<file path="src/rtl/tlb_pkg.sv">
package tlb_pkg;

    typedef enum logic [1:0] {
        ACC_LOAD  = 2'd0,
        ACC_STORE = 2'd1,
        ACC_FETCH = 2'd2,
        ACC_RSVD  = 2'd3
    } acc_kind_e;

    localparam int RIGHT_WR   = 0;
    localparam int RIGHT_USER = 1;

    typedef struct packed {
        logic hit;
        logic miss;
        logic fault;
    } rsp_flags_t;

    function automatic logic rights_ok(input logic [1:0] rights,
                                       input acc_kind_e  kind,
                                       input logic       user);
        logic ok;
        ok = 1'b1;
        if (user && !rights[RIGHT_USER])
            ok = 1'b0;
        if (kind == ACC_STORE && !rights[RIGHT_WR])
            ok = 1'b0;
        return ok;
    endfunction

endpackage

</file>
<file path="src/rtl/tlb_match.sv">
module tlb_match #(
    parameter int ENTRIES = 16,
    parameter int VPN_W   = 20,
    parameter int IDX_W   = $clog2(ENTRIES)
) (
    input  logic                            clk,
    input  logic                            rst,
    input  logic [ENTRIES-1:0]              valid,
    input  logic [ENTRIES-1:0][VPN_W-1:0]   vpn_tab,
    input  logic [VPN_W-1:0]                key,
    output logic [ENTRIES-1:0]              hit_vec,
    output logic                            any_hit,
    output logic [IDX_W-1:0]                hit_idx
);

    for (genvar e = 0; e < ENTRIES; e++) begin : g_cmp
        assign hit_vec[e] = valid[e] && (vpn_tab[e] == key);
    end

    assign any_hit = |hit_vec;

    always_comb begin
        hit_idx = '0;
        for (int e = 0; e < ENTRIES; e++) begin
            if (hit_vec[e])
                hit_idx = IDX_W'(e);
        end
    end

    // installs never leave two valid copies of one page
    p_unique_match_r5: assert property (@(posedge clk) disable iff (rst)
        $onehot0(hit_vec));

endmodule

</file>
<file path="src/rtl/tlb_victim.sv">
module tlb_victim #(
    parameter int ENTRIES = 16,
    parameter int IDX_W   = $clog2(ENTRIES)
) (
    input  logic               clk,
    input  logic               rst,
    input  logic [ENTRIES-1:0] valid,
    input  logic [ENTRIES-1:0] refb,
    output logic [IDX_W-1:0]   idx,
    output logic               sweep
);

    logic             inv_found, unref_found;
    logic [IDX_W-1:0] inv_idx, unref_idx;

    always_comb begin
        inv_found   = 1'b0;
        unref_found = 1'b0;
        inv_idx     = '0;
        unref_idx   = '0;
        for (int e = ENTRIES - 1; e >= 0; e--) begin
            if (!valid[e]) begin
                inv_found = 1'b1;
                inv_idx   = IDX_W'(e);
            end
            if (!refb[e]) begin
                unref_found = 1'b1;
                unref_idx   = IDX_W'(e);
            end
        end
    end

    always_comb begin
        sweep = 1'b0;
        if (inv_found)
            idx = inv_idx;
        else if (unref_found)
            idx = unref_idx;
        else begin
            idx   = '0;
            sweep = 1'b1;
        end
    end

    // a free slot is always preferred
    p_victim_free_r6: assert property (@(posedge clk) disable iff (rst)
        !(&valid) |-> !valid[idx]);
    // with the table full, an unreferenced slot is chosen if one exists
    p_victim_unref_r7: assert property (@(posedge clk) disable iff (rst)
        ((&valid) && !(&refb)) |-> (!refb[idx] && !sweep));

endmodule

</file>
<file path="src/rtl/tlb_store.sv">
module tlb_store #(
    parameter int ENTRIES = 16,
    parameter int VPN_W   = 20,
    parameter int PPN_W   = 20,
    parameter int IDX_W   = $clog2(ENTRIES)
) (
    input  logic                            clk,
    input  logic                            rst,
    input  logic                            flush,
    input  logic                            wr_en,
    input  logic [IDX_W-1:0]                wr_idx,
    input  logic [VPN_W-1:0]                wr_vpn,
    input  logic [PPN_W-1:0]                wr_ppn,
    input  logic [1:0]                      wr_rights,
    input  logic                            sweep,
    input  logic                            hit_upd,
    input  logic [IDX_W-1:0]                hit_idx,
    input  logic                            set_dirty,
    output logic [ENTRIES-1:0]              valid,
    output logic [ENTRIES-1:0]              refb,
    output logic [ENTRIES-1:0]              dirty,
    output logic [ENTRIES-1:0][VPN_W-1:0]   vpn_tab,
    output logic [ENTRIES-1:0][PPN_W-1:0]   ppn_tab,
    output logic [ENTRIES-1:0][1:0]         rights_tab
);

    logic wr_go;
    assign wr_go = wr_en && !flush;

    for (genvar e = 0; e < ENTRIES; e++) begin : g_ent
        logic             v_q, r_q, d_q;
        logic [VPN_W-1:0] vpn_q;
        logic [PPN_W-1:0] ppn_q;
        logic [1:0]       rt_q;
        logic             mine_wr, mine_hit;

        assign mine_wr  = wr_go && (wr_idx == IDX_W'(e));
        assign mine_hit = hit_upd && (hit_idx == IDX_W'(e));

        always_ff @(posedge clk) begin
            if (rst) begin
                v_q   <= 1'b0;
                r_q   <= 1'b0;
                d_q   <= 1'b0;
                vpn_q <= '0;
                ppn_q <= '0;
                rt_q  <= '0;
            end else if (flush) begin
                v_q <= 1'b0;
            end else if (mine_wr) begin
                v_q   <= 1'b1;
                r_q   <= 1'b0;
                d_q   <= 1'b0;
                vpn_q <= wr_vpn;
                ppn_q <= wr_ppn;
                rt_q  <= wr_rights;
            end else begin
                if (wr_go && sweep)
                    r_q <= 1'b0;
                if (mine_hit)
                    r_q <= 1'b1;
                if (mine_hit && set_dirty)
                    d_q <= 1'b1;
            end
        end

        assign valid[e]      = v_q;
        assign refb[e]       = r_q;
        assign dirty[e]      = d_q;
        assign vpn_tab[e]    = vpn_q;
        assign ppn_tab[e]    = ppn_q;
        assign rights_tab[e] = rt_q;

        // a dirty bit only rises after a permitted store hit on this slot
        p_dirty_cause_r9: assert property (@(posedge clk) disable iff (rst)
            $rose(d_q) |-> $past(mine_hit && set_dirty));
    end

    // flush empties the table by the next cycle
    p_flush_empties_r11: assert property (@(posedge clk) disable iff (rst)
        flush |=> (valid == '0));

endmodule

</file>
<file path="src/rtl/soft_tlb.sv">
module soft_tlb
    import tlb_pkg::*;
#(
    parameter int VA_W    = 32,
    parameter int PA_W    = 32,
    parameter int OFF_W   = 12,
    parameter int ENTRIES = 16
) (
    input  logic                        clk,
    input  logic                        rst,
    input  logic                        flush,
    input  logic                        lk_valid,
    input  logic [VA_W-1:0]             lk_vaddr,
    input  logic [1:0]                  lk_kind,
    input  logic                        lk_user,
    input  logic                        wr_en,
    input  logic [VA_W-OFF_W-1:0]       wr_vpn,
    input  logic [PA_W-OFF_W-1:0]       wr_ppn,
    input  logic [1:0]                  wr_rights,
    output logic                        rsp_hit,
    output logic                        rsp_miss,
    output logic                        rsp_fault,
    output logic [PA_W-1:0]             rsp_paddr,
    output logic [VA_W-1:0]             rsp_vaddr,
    output logic [$clog2(ENTRIES)-1:0]  rsp_slot,
    output logic                        rsp_dirty
);

    localparam int VPN_W = VA_W - OFF_W;
    localparam int PPN_W = PA_W - OFF_W;
    localparam int IDX_W = $clog2(ENTRIES);

    logic [ENTRIES-1:0]            valid, refb, dirty;
    logic [ENTRIES-1:0][VPN_W-1:0] vpn_tab;
    logic [ENTRIES-1:0][PPN_W-1:0] ppn_tab;
    logic [ENTRIES-1:0][1:0]       rights_tab;

    logic [ENTRIES-1:0] lk_vec, wm_vec;
    logic               lk_any, wm_any;
    logic [IDX_W-1:0]   lk_idx, wm_idx, vic_idx, wr_idx;
    logic               vic_sweep, sweep_go;

    acc_kind_e  kind;
    logic       ok, hit_upd, set_dirty;
    rsp_flags_t flags_d, flags_q;

    tlb_match #(.ENTRIES(ENTRIES), .VPN_W(VPN_W), .IDX_W(IDX_W)) u_lk_match (
        .clk(clk), .rst(rst), .valid(valid), .vpn_tab(vpn_tab),
        .key(lk_vaddr[VA_W-1:OFF_W]),
        .hit_vec(lk_vec), .any_hit(lk_any), .hit_idx(lk_idx)
    );

    tlb_match #(.ENTRIES(ENTRIES), .VPN_W(VPN_W), .IDX_W(IDX_W)) u_wr_match (
        .clk(clk), .rst(rst), .valid(valid), .vpn_tab(vpn_tab),
        .key(wr_vpn),
        .hit_vec(wm_vec), .any_hit(wm_any), .hit_idx(wm_idx)
    );

    tlb_victim #(.ENTRIES(ENTRIES), .IDX_W(IDX_W)) u_victim (
        .clk(clk), .rst(rst), .valid(valid), .refb(refb),
        .idx(vic_idx), .sweep(vic_sweep)
    );

    assign wr_idx   = wm_any ? wm_idx : vic_idx;
    assign sweep_go = !wm_any && vic_sweep;

    assign kind      = acc_kind_e'(lk_kind);
    assign ok        = rights_ok(rights_tab[lk_idx], kind, lk_user);
    assign hit_upd   = lk_valid && lk_any && ok;
    assign set_dirty = (kind == ACC_STORE);

    tlb_store #(.ENTRIES(ENTRIES), .VPN_W(VPN_W), .PPN_W(PPN_W), .IDX_W(IDX_W)) u_store (
        .clk(clk), .rst(rst), .flush(flush),
        .wr_en(wr_en), .wr_idx(wr_idx), .wr_vpn(wr_vpn), .wr_ppn(wr_ppn),
        .wr_rights(wr_rights), .sweep(sweep_go),
        .hit_upd(hit_upd), .hit_idx(lk_idx), .set_dirty(set_dirty),
        .valid(valid), .refb(refb), .dirty(dirty),
        .vpn_tab(vpn_tab), .ppn_tab(ppn_tab), .rights_tab(rights_tab)
    );

    always_comb begin
        flags_d.hit   = hit_upd;
        flags_d.miss  = lk_valid && !lk_any;
        flags_d.fault = lk_valid && lk_any && !ok;
    end

    always_ff @(posedge clk) begin
        if (rst) begin
            flags_q   <= '0;
            rsp_paddr <= '0;
            rsp_vaddr <= '0;
            rsp_slot  <= '0;
            rsp_dirty <= 1'b0;
        end else begin
            flags_q   <= flags_d;
            rsp_vaddr <= lk_valid ? lk_vaddr : '0;
            rsp_paddr <= flags_d.hit ? {ppn_tab[lk_idx], lk_vaddr[OFF_W-1:0]} : '0;
            rsp_slot  <= flags_d.hit ? lk_idx : '0;
            rsp_dirty <= flags_d.hit ? dirty[lk_idx] : 1'b0;
        end
    end

    assign rsp_hit   = flags_q.hit;
    assign rsp_miss  = flags_q.miss;
    assign rsp_fault = flags_q.fault;

    // at most one outcome per response
    p_one_outcome_r4: assert property (@(posedge clk) disable iff (rst)
        $onehot0({rsp_hit, rsp_miss, rsp_fault}));
    // no request, no response
    p_idle_quiet_r4: assert property (@(posedge clk) disable iff (rst)
        !lk_valid |=> !(rsp_hit || rsp_miss || rsp_fault));
    // an unmatched page traps with its address next cycle
    p_miss_trap_r3: assert property (@(posedge clk) disable iff (rst)
        (lk_valid && !lk_any) |=> (rsp_miss && rsp_vaddr == $past(lk_vaddr)));
    // the page offset passes through untouched
    p_offset_kept_r2: assert property (@(posedge clk) disable iff (rst)
        rsp_hit |-> (rsp_paddr[OFF_W-1:0] == rsp_vaddr[OFF_W-1:0]));
    // a fault returns no translation
    p_fault_no_addr_r10: assert property (@(posedge clk) disable iff (rst)
        rsp_fault |-> (rsp_paddr == '0));

endmodule

</file>
<file path="config.mk">
export PLATFORM = sky130hd
export DESIGN_NAME = soft_tlb
export DESIGN_NICKNAME = d
export VERILOG_FILES = /design/src/rtl/tlb_pkg.sv /design/src/rtl/tlb_match.sv /design/src/rtl/tlb_victim.sv /design/src/rtl/tlb_store.sv /design/src/rtl/soft_tlb.sv
export SDC_FILE = /design/constraint.sdc
export NUM_CORES = 2
export LEC_CHECK = 0
export CAP_MARGIN = 0
export CORE_MARGIN = 1.5
export CORE_UTILIZATION = 40
export CTS_BUF_LIST = sky130_fd_sc_hd__clkbuf_2 sky130_fd_sc_hd__clkbuf_4 sky130_fd_sc_hd__clkbuf_8
export DETAILED_ROUTE_END_ITERATION = 10
export DONT_BUFFER_PORTS = 1
export PLACE_DENSITY = 0.53
export SLEW_MARGIN = 20
export SYNTH_ARGS = -nofsm -noshare
export SYNTH_HDL_FRONTEND = slang
export SYNTH_SLANG_ARGS = --single-unit
export TNS_END_PERCENT = 5
</file>
<file path="constraint.sdc">
create_clock -name clk -period 4.2 [get_ports clk]
set_input_delay 0.84 -clock clk [delete_from_list [all_inputs] [get_ports clk]]
set_output_delay 0.84 -clock clk [all_outputs]
set_load 0.005 [all_outputs]
</file>
# Word level (Yosys, flattened, before mapping)
# Cells that the tools add are included.
# Widths: inputs -> output; s select.
# word_totals
reg_bits	792
inputBits	82
out_inout_bits	72
elab_cells	524
# op_classes
order_cmp	1
n_eq_ne	63
muxes	172
n_bitwise	3
reduce_logical	182
# ops
cell	n
$eq 20x20->1	32
$mux 4	51
$mux 1	104
$reduce_and 2->1	48
$logic_and 1x1->1	89
$bmux 20 s4	1
$eq 4x4->1 const B	16
$reduce_bool 3->1	16
$eq 4x3->1 const B	8
$reduce_bool 2->1	16
$reduce_or 16->1	2
$mux 3	8
$mux 20	1
$eq 4x2->1 const B	4
$mux 2	5
$bmux 2 s4	1
$eq 4x1->1 const B	2
$logic_not 4->1	2
$logic_not 1->1	6
$reduce_or 2->1	3
$lt 4x5->1 const B	1
$bmux 1 s4	1
$not 1->1	3
$eq 2x1->1 const B	1

# Logic depth before layout (Yosys ltp)
# logic_depth
depth_word	28
ltp_mapped	18
depth_no_buf	12

# Cells and area by module
# Synthesis repeated with hierarchy kept, for this count alone.
# unflattened
hier_cells	4426
area_unflattened_um2	41162.0
# by_module_without_submodules
mod	instances	cells_per_inst	area_per_inst_um2	seq_area_each_um2
tlb_store	1	3015	27188.6	14413.8
tlb_match	2	504	4224.1	0.0
soft_tlb	1	340	5168.7	1441.4
tlb_victim	1	63	356.6	0.0

# Worst setup path after synthesis
# Ideal clock, no wire load.
# synth_path
path_type	input port to flip-flop
from	input port lk_vaddr[12]
to	register u_store.g_ent[1].d_q
setup_time_ps	117
t_arrival_ps	4208
t_required_ps	4083
path_slack_ps	-125
stages	16
n_path_buf	4
cell_sequence	clkbuf_1 > buf_2 > xnor2_1 > nand4_1 > nor4_1 > a211oi_1 > o311ai_1 > nand4_2 > nand3_1 > buf_2 > mux2i_1 > nor3_1 > or4_4 > o21a_4 > buf_6 > a32o_1
# synth_between
elab_chain_len	28
elab_cells_between_ends	63
cone_classes	eq/ne: 17; mux: 19; reduce/logical: 27
# synth_lines
item	line_no	text
from (decl)	soft_tlb.sv:13	input logic [VA_W-1:0] lk_vaddr,
$eq 20x20->1	tlb_match.sv:17	assign hit_vec[e] = valid[e] && (vpn_tab[e] == key);
$logic_and 1x1->1	tlb_match.sv:17	
$mux 1	tlb_match.sv:25	if (hit_vec[e])
$mux 2 (2 in series)	tlb_match.sv:25	
$mux 3 (4 in series)	tlb_match.sv:25	
$mux 4 (8 in series)	tlb_match.sv:25	
$bmux 2 s4	soft_tlb.sv:68	assign ok = rights_ok(rights_tab[lk_idx], kind, lk_user);
$mux 2 (implied by the code)	soft_tlb.sv:68	
$logic_not 1->1	tlb_pkg.sv:24	if (user && !rights[RIGHT_USER])
$logic_and 1x1->1	tlb_pkg.sv:24	
$mux 1	tlb_pkg.sv:24	
$mux 1	tlb_pkg.sv:26	if (kind == ACC_STORE && !rights[RIGHT_WR])
$logic_and 1x1->1	soft_tlb.sv:69	assign hit_upd = lk_valid && lk_any && ok;
$logic_and 1x1->1 *	tlb_store.sv:38	assign mine_hit = hit_upd && (hit_idx == IDX_W'(e));
$logic_and 1x1->1 *	tlb_store.sv:62	if (mine_hit && set_dirty)
$reduce_bool 2->1 (no source line) *	n/a	
$reduce_and 2->1 (no source line) *	n/a	
to (signal assigned)	tlb_store.sv:44	d_q <= 1'b0;
to (signal assigned)	tlb_store.sv:53	d_q <= 1'b0;
to (signal assigned)	tlb_store.sv:63	d_q <= 1'b1;
to (decl)	tlb_store.sv:31	logic v_q, r_q, d_q;
# Mark *: on every way between the ends. The rest lies on a longest branch, timed or not. The select of a mux whose other input is x is not followed.
# A chain may end at the register's enable or synchronous reset.

# Worst setup path in the final report
# layout_path
from	register u_store.g_ent[1].vpn_q[0]
to	register u_store.g_ent[5].vpn_q[9]
# layout_between
elab_chain_len	21
elab_cells_between_ends	22
cone_classes	eq/ne: 2; mux: 16; reduce/logical: 4
# layout_lines
item	line_no	text
from (decl)	tlb_store.sv:32	logic [VPN_W-1:0] vpn_q;
from (signal assigned)	tlb_store.sv:54	vpn_q <= wr_vpn;
$eq 20x20->1 *	tlb_match.sv:17	
$logic_and 1x1->1 *	tlb_match.sv:17	
$mux 1	tlb_match.sv:25	
$mux 2 (2 in series)	tlb_match.sv:25	
$mux 3 (4 in series)	tlb_match.sv:25	
$mux 4 (8 in series)	tlb_match.sv:25	
$mux 4 *	soft_tlb.sv:64	assign wr_idx = wm_any ? wm_idx : vic_idx;
$eq 4x3->1 *	tlb_store.sv:37	assign mine_wr = wr_go && (wr_idx == IDX_W'(e));
$logic_and 1x1->1 *	tlb_store.sv:37	
$reduce_and 2->1 (no source line) *	n/a	
to (signal assigned)	tlb_store.sv:54	
to (decl)	tlb_store.sv:32	
# Mark *: on every way between the ends. The rest lies on a longest branch, timed or not.

==> run summary <==
CP Capture Type: flip-flop
Startpoint Class: flip-flop
Static Leak: 18.26 nW
Hold Vio Cnt, Final: 0
Avg WL per Cell: 23.44 um
Max Slew Vio Count: 463
Clock Sinks: 792
grt total ovfl: 0
Port Buffers: 0
remaining antenna violation count: 0
Total Routing Usage GR: 26.35%
Req. time, crit path: 4.75 ns
die width: 324.4 um
I/O pins: 154
post-layout min period: 4.225 ns
first-pass GRT wire length: 212.0 mm
Num CTS Buffers: 143
Die Area: 105,200 um2
Distinct cells, synth: 74
critical path arrival: 4.78 ns
total wire length: 142.9 mm
worst-path fanout max: 27
largest net degree at the start of global routing: 716
CTS tree: yes
number of synthesized register bits: 792
post-synthesis cell count: 4,573
RSZ-0062 raised after global routing: true
1st-pass router iterations: 6
core area: 102,000 um2
Rows: 117
# hold bufs at CTS: 0
FFs w/ async S/R, synth: 0%
Worst-Skew Late Latency: 0.86 ns
final worst slack: -0.02480 ns
Nets: 4,703
Main synth FF type: dfxtp_1
Initial Util: 40.48%
leading cell types in the layout, fill and taps excluded: 815 x mux2i_1, 792 x dfxtp_1, 747 x nor2_1, 506 x xnor2_1, 226 x buf_4
final-report setup violation count: 8
initial antenna violation count: 3
dpl hpwl: 87.00 mm
cell area power density: 340.4 nW/um2
Max-cap violations: 0
die span in y: 324.4 um
power consumption: 16.11 mW
failing checks: max-slew violations, negative setup slack
vias in the first global route: 32,770
Post-CTS Setup Bufs: 0
Placed Area: 44,170 um2
Max-slew headroom: -154.7%
routability cong.: 0.9420
Post-Syn Area: 41,310 um2
root buf cell: clkbuf_8
Post-Route Utilization: 46.40%
Vias/cell: 5.505
Final Skew: 0.04904 ns
critical path class: reg -> reg
share of layout cells above drive strength 1: 12.82%
Clock Pin Slew Worst Setup and Hold Paths: 0.07 ns
H-tree depth: 4
Min Hold Slack: 0.06190 ns
Peak supply drop: 197.4 uV
Layout area overhead: 14.60%
status: finished, violations left
Post-synth EDFFs: 0
design area: 47,340 um2
initial DRC count: 2,737
Tcrit/Tclk final: 100.6%
yosys warns: 0
most common cell after layout, fill and taps aside: mux2i_1
clk buf depth: 3
worst-margin pin slew: 3.821 ns
Mapped Avg Cell Area: 9.033 um2
hold crit path type: in -> reg
# DRC: 0
Syn Nets: 4,655
post-synthesis sequential area ratio: 38.38%
maximum clock rate: 0.2367 GHz
via count: 33,570
HP Start: rst
dpl ws: -0.4415 ns
beginning of the critical path: u_store.g_ent[1].vpn_q[0]
reg2reg start: u_store.g_ent[1].vpn_q[0]
kinds of logic (layout without fill, tap and decap cells):
| group | Yosys count | after routing | synth area share, % |
|---|---|---|---|
| and+or+nand+nor | 1675 | 1675 | 19.80 |
| muxes | 829 | 829 | 20.13 |
| other | 0 | 2 | 0 |
| AOI/OAI and AO/OA | 239 | 240 | 3.826 |
| DFF | 792 | 792 | 38.38 |
| xor gates and xnor gates | 637 | 637 | 13.51 |
| buffers and inverters | 401 | 555 | 4.353 |
cell type report:
type | count | area [um2]
Inverter | 26 | 97.59
Multi-Input combinational cell | 3381 | 23860
Fill cell | 9953 | 54700
Clock inverter | 30 | 287.8
Sequential cell | 792 | 15860
Antenna cell | 2 | 5.005
Tap cell | 1368 | 1712
Timing Repair Buffer | 277 | 2709
Clock buffer | 222 | 2811
timing repair:
action                                  in CTS  in global routing
resized for setup                            0                 10
endpoints found under the setup margin       0                120
hold endpoints to repair                     0                  0
through the flow:
stage | TNS, ns | std cells
after floorplan | 0 | 4573
after global placement | -161.56 | 5843
after detailed placement | -176.96 | 5843
after CTS | 0 | 6095
after global routing | -0.01981 | 6098
final | -0.08130 | 6098
routing by layer:
metal  GRT usage [%]  wire, um  vias to the layer above
li1                -         -                    15850
met1           35.16     65290                    16400
met2           41.80     63970                     1023
met3           5.129      8772                      297
met4           10.24      4902                        0
met5               0         0                        -
state kept, by name, summed over array words and instances (netlist names), 4 cells and up:
name	cells
u_store.g_ent.ppn_q	320
u_store.g_ent.vpn_q	320
u_store.g_ent.d_q	16
rsp_vaddr	32
u_store.g_ent.r_q	16
rsp_paddr	32
u_store.g_ent.rt_q	32
u_store.g_ent.v_q	16
rsp_slot	4
cells in the mapped netlist, drive strengths merged, types with 50 or more instances:
cell,n,area [um2]
nand4,224,1408
mux2i,815,8158
clkbuf,189,709.4
and3,79,494.2
a21oi,92,460.4
nor2,753,2831
and2,50,312.8
xor2,131,1147
nand3,78,390.4
nand2,205,772.0
dfxtp,792,15860
buf,186,990.9
nor4,82,513.0
xnor2,506,4432
power by group:
part / switching, mW / internal, mW / total, mW
logic: 0.323 / 0.377 / 0.700
registers: 0.0255 / 7.55 / 7.58
clock network: 3.43 / 4.41 / 7.83
worst paths after layout:
path                           endpoint  slack (ns)  cells past startpoint
max           u_store.g_ent[5].vpn_q[9]       -0.02                     15
min          u_store.g_ent[14].vpn_q[3]        0.06                      1
max reg2reg   u_store.g_ent[5].vpn_q[9]       -0.02                     15
min reg2reg        u_store.g_ent[4].d_q        0.48                      1
critical path, stage by stage, from the launching register on:
cell      delay (ns)
dfxtp_1         0.35
xor2_1          0.16
or4_1           0.55
nor4_1          0.36
buf_4           0.18
buf_4           0.11
o211ai_1        0.15
a21bo_2         0.24
a21boi_0        0.21
o221ai_1        0.25
a32oi_2         0.31
nand2_1         0.22
or2_4           0.34
buf_12          0.19
mux2i_1         0.21
nor2_1          0.05
No activity file was read; power rests on OpenSTA's default activity.
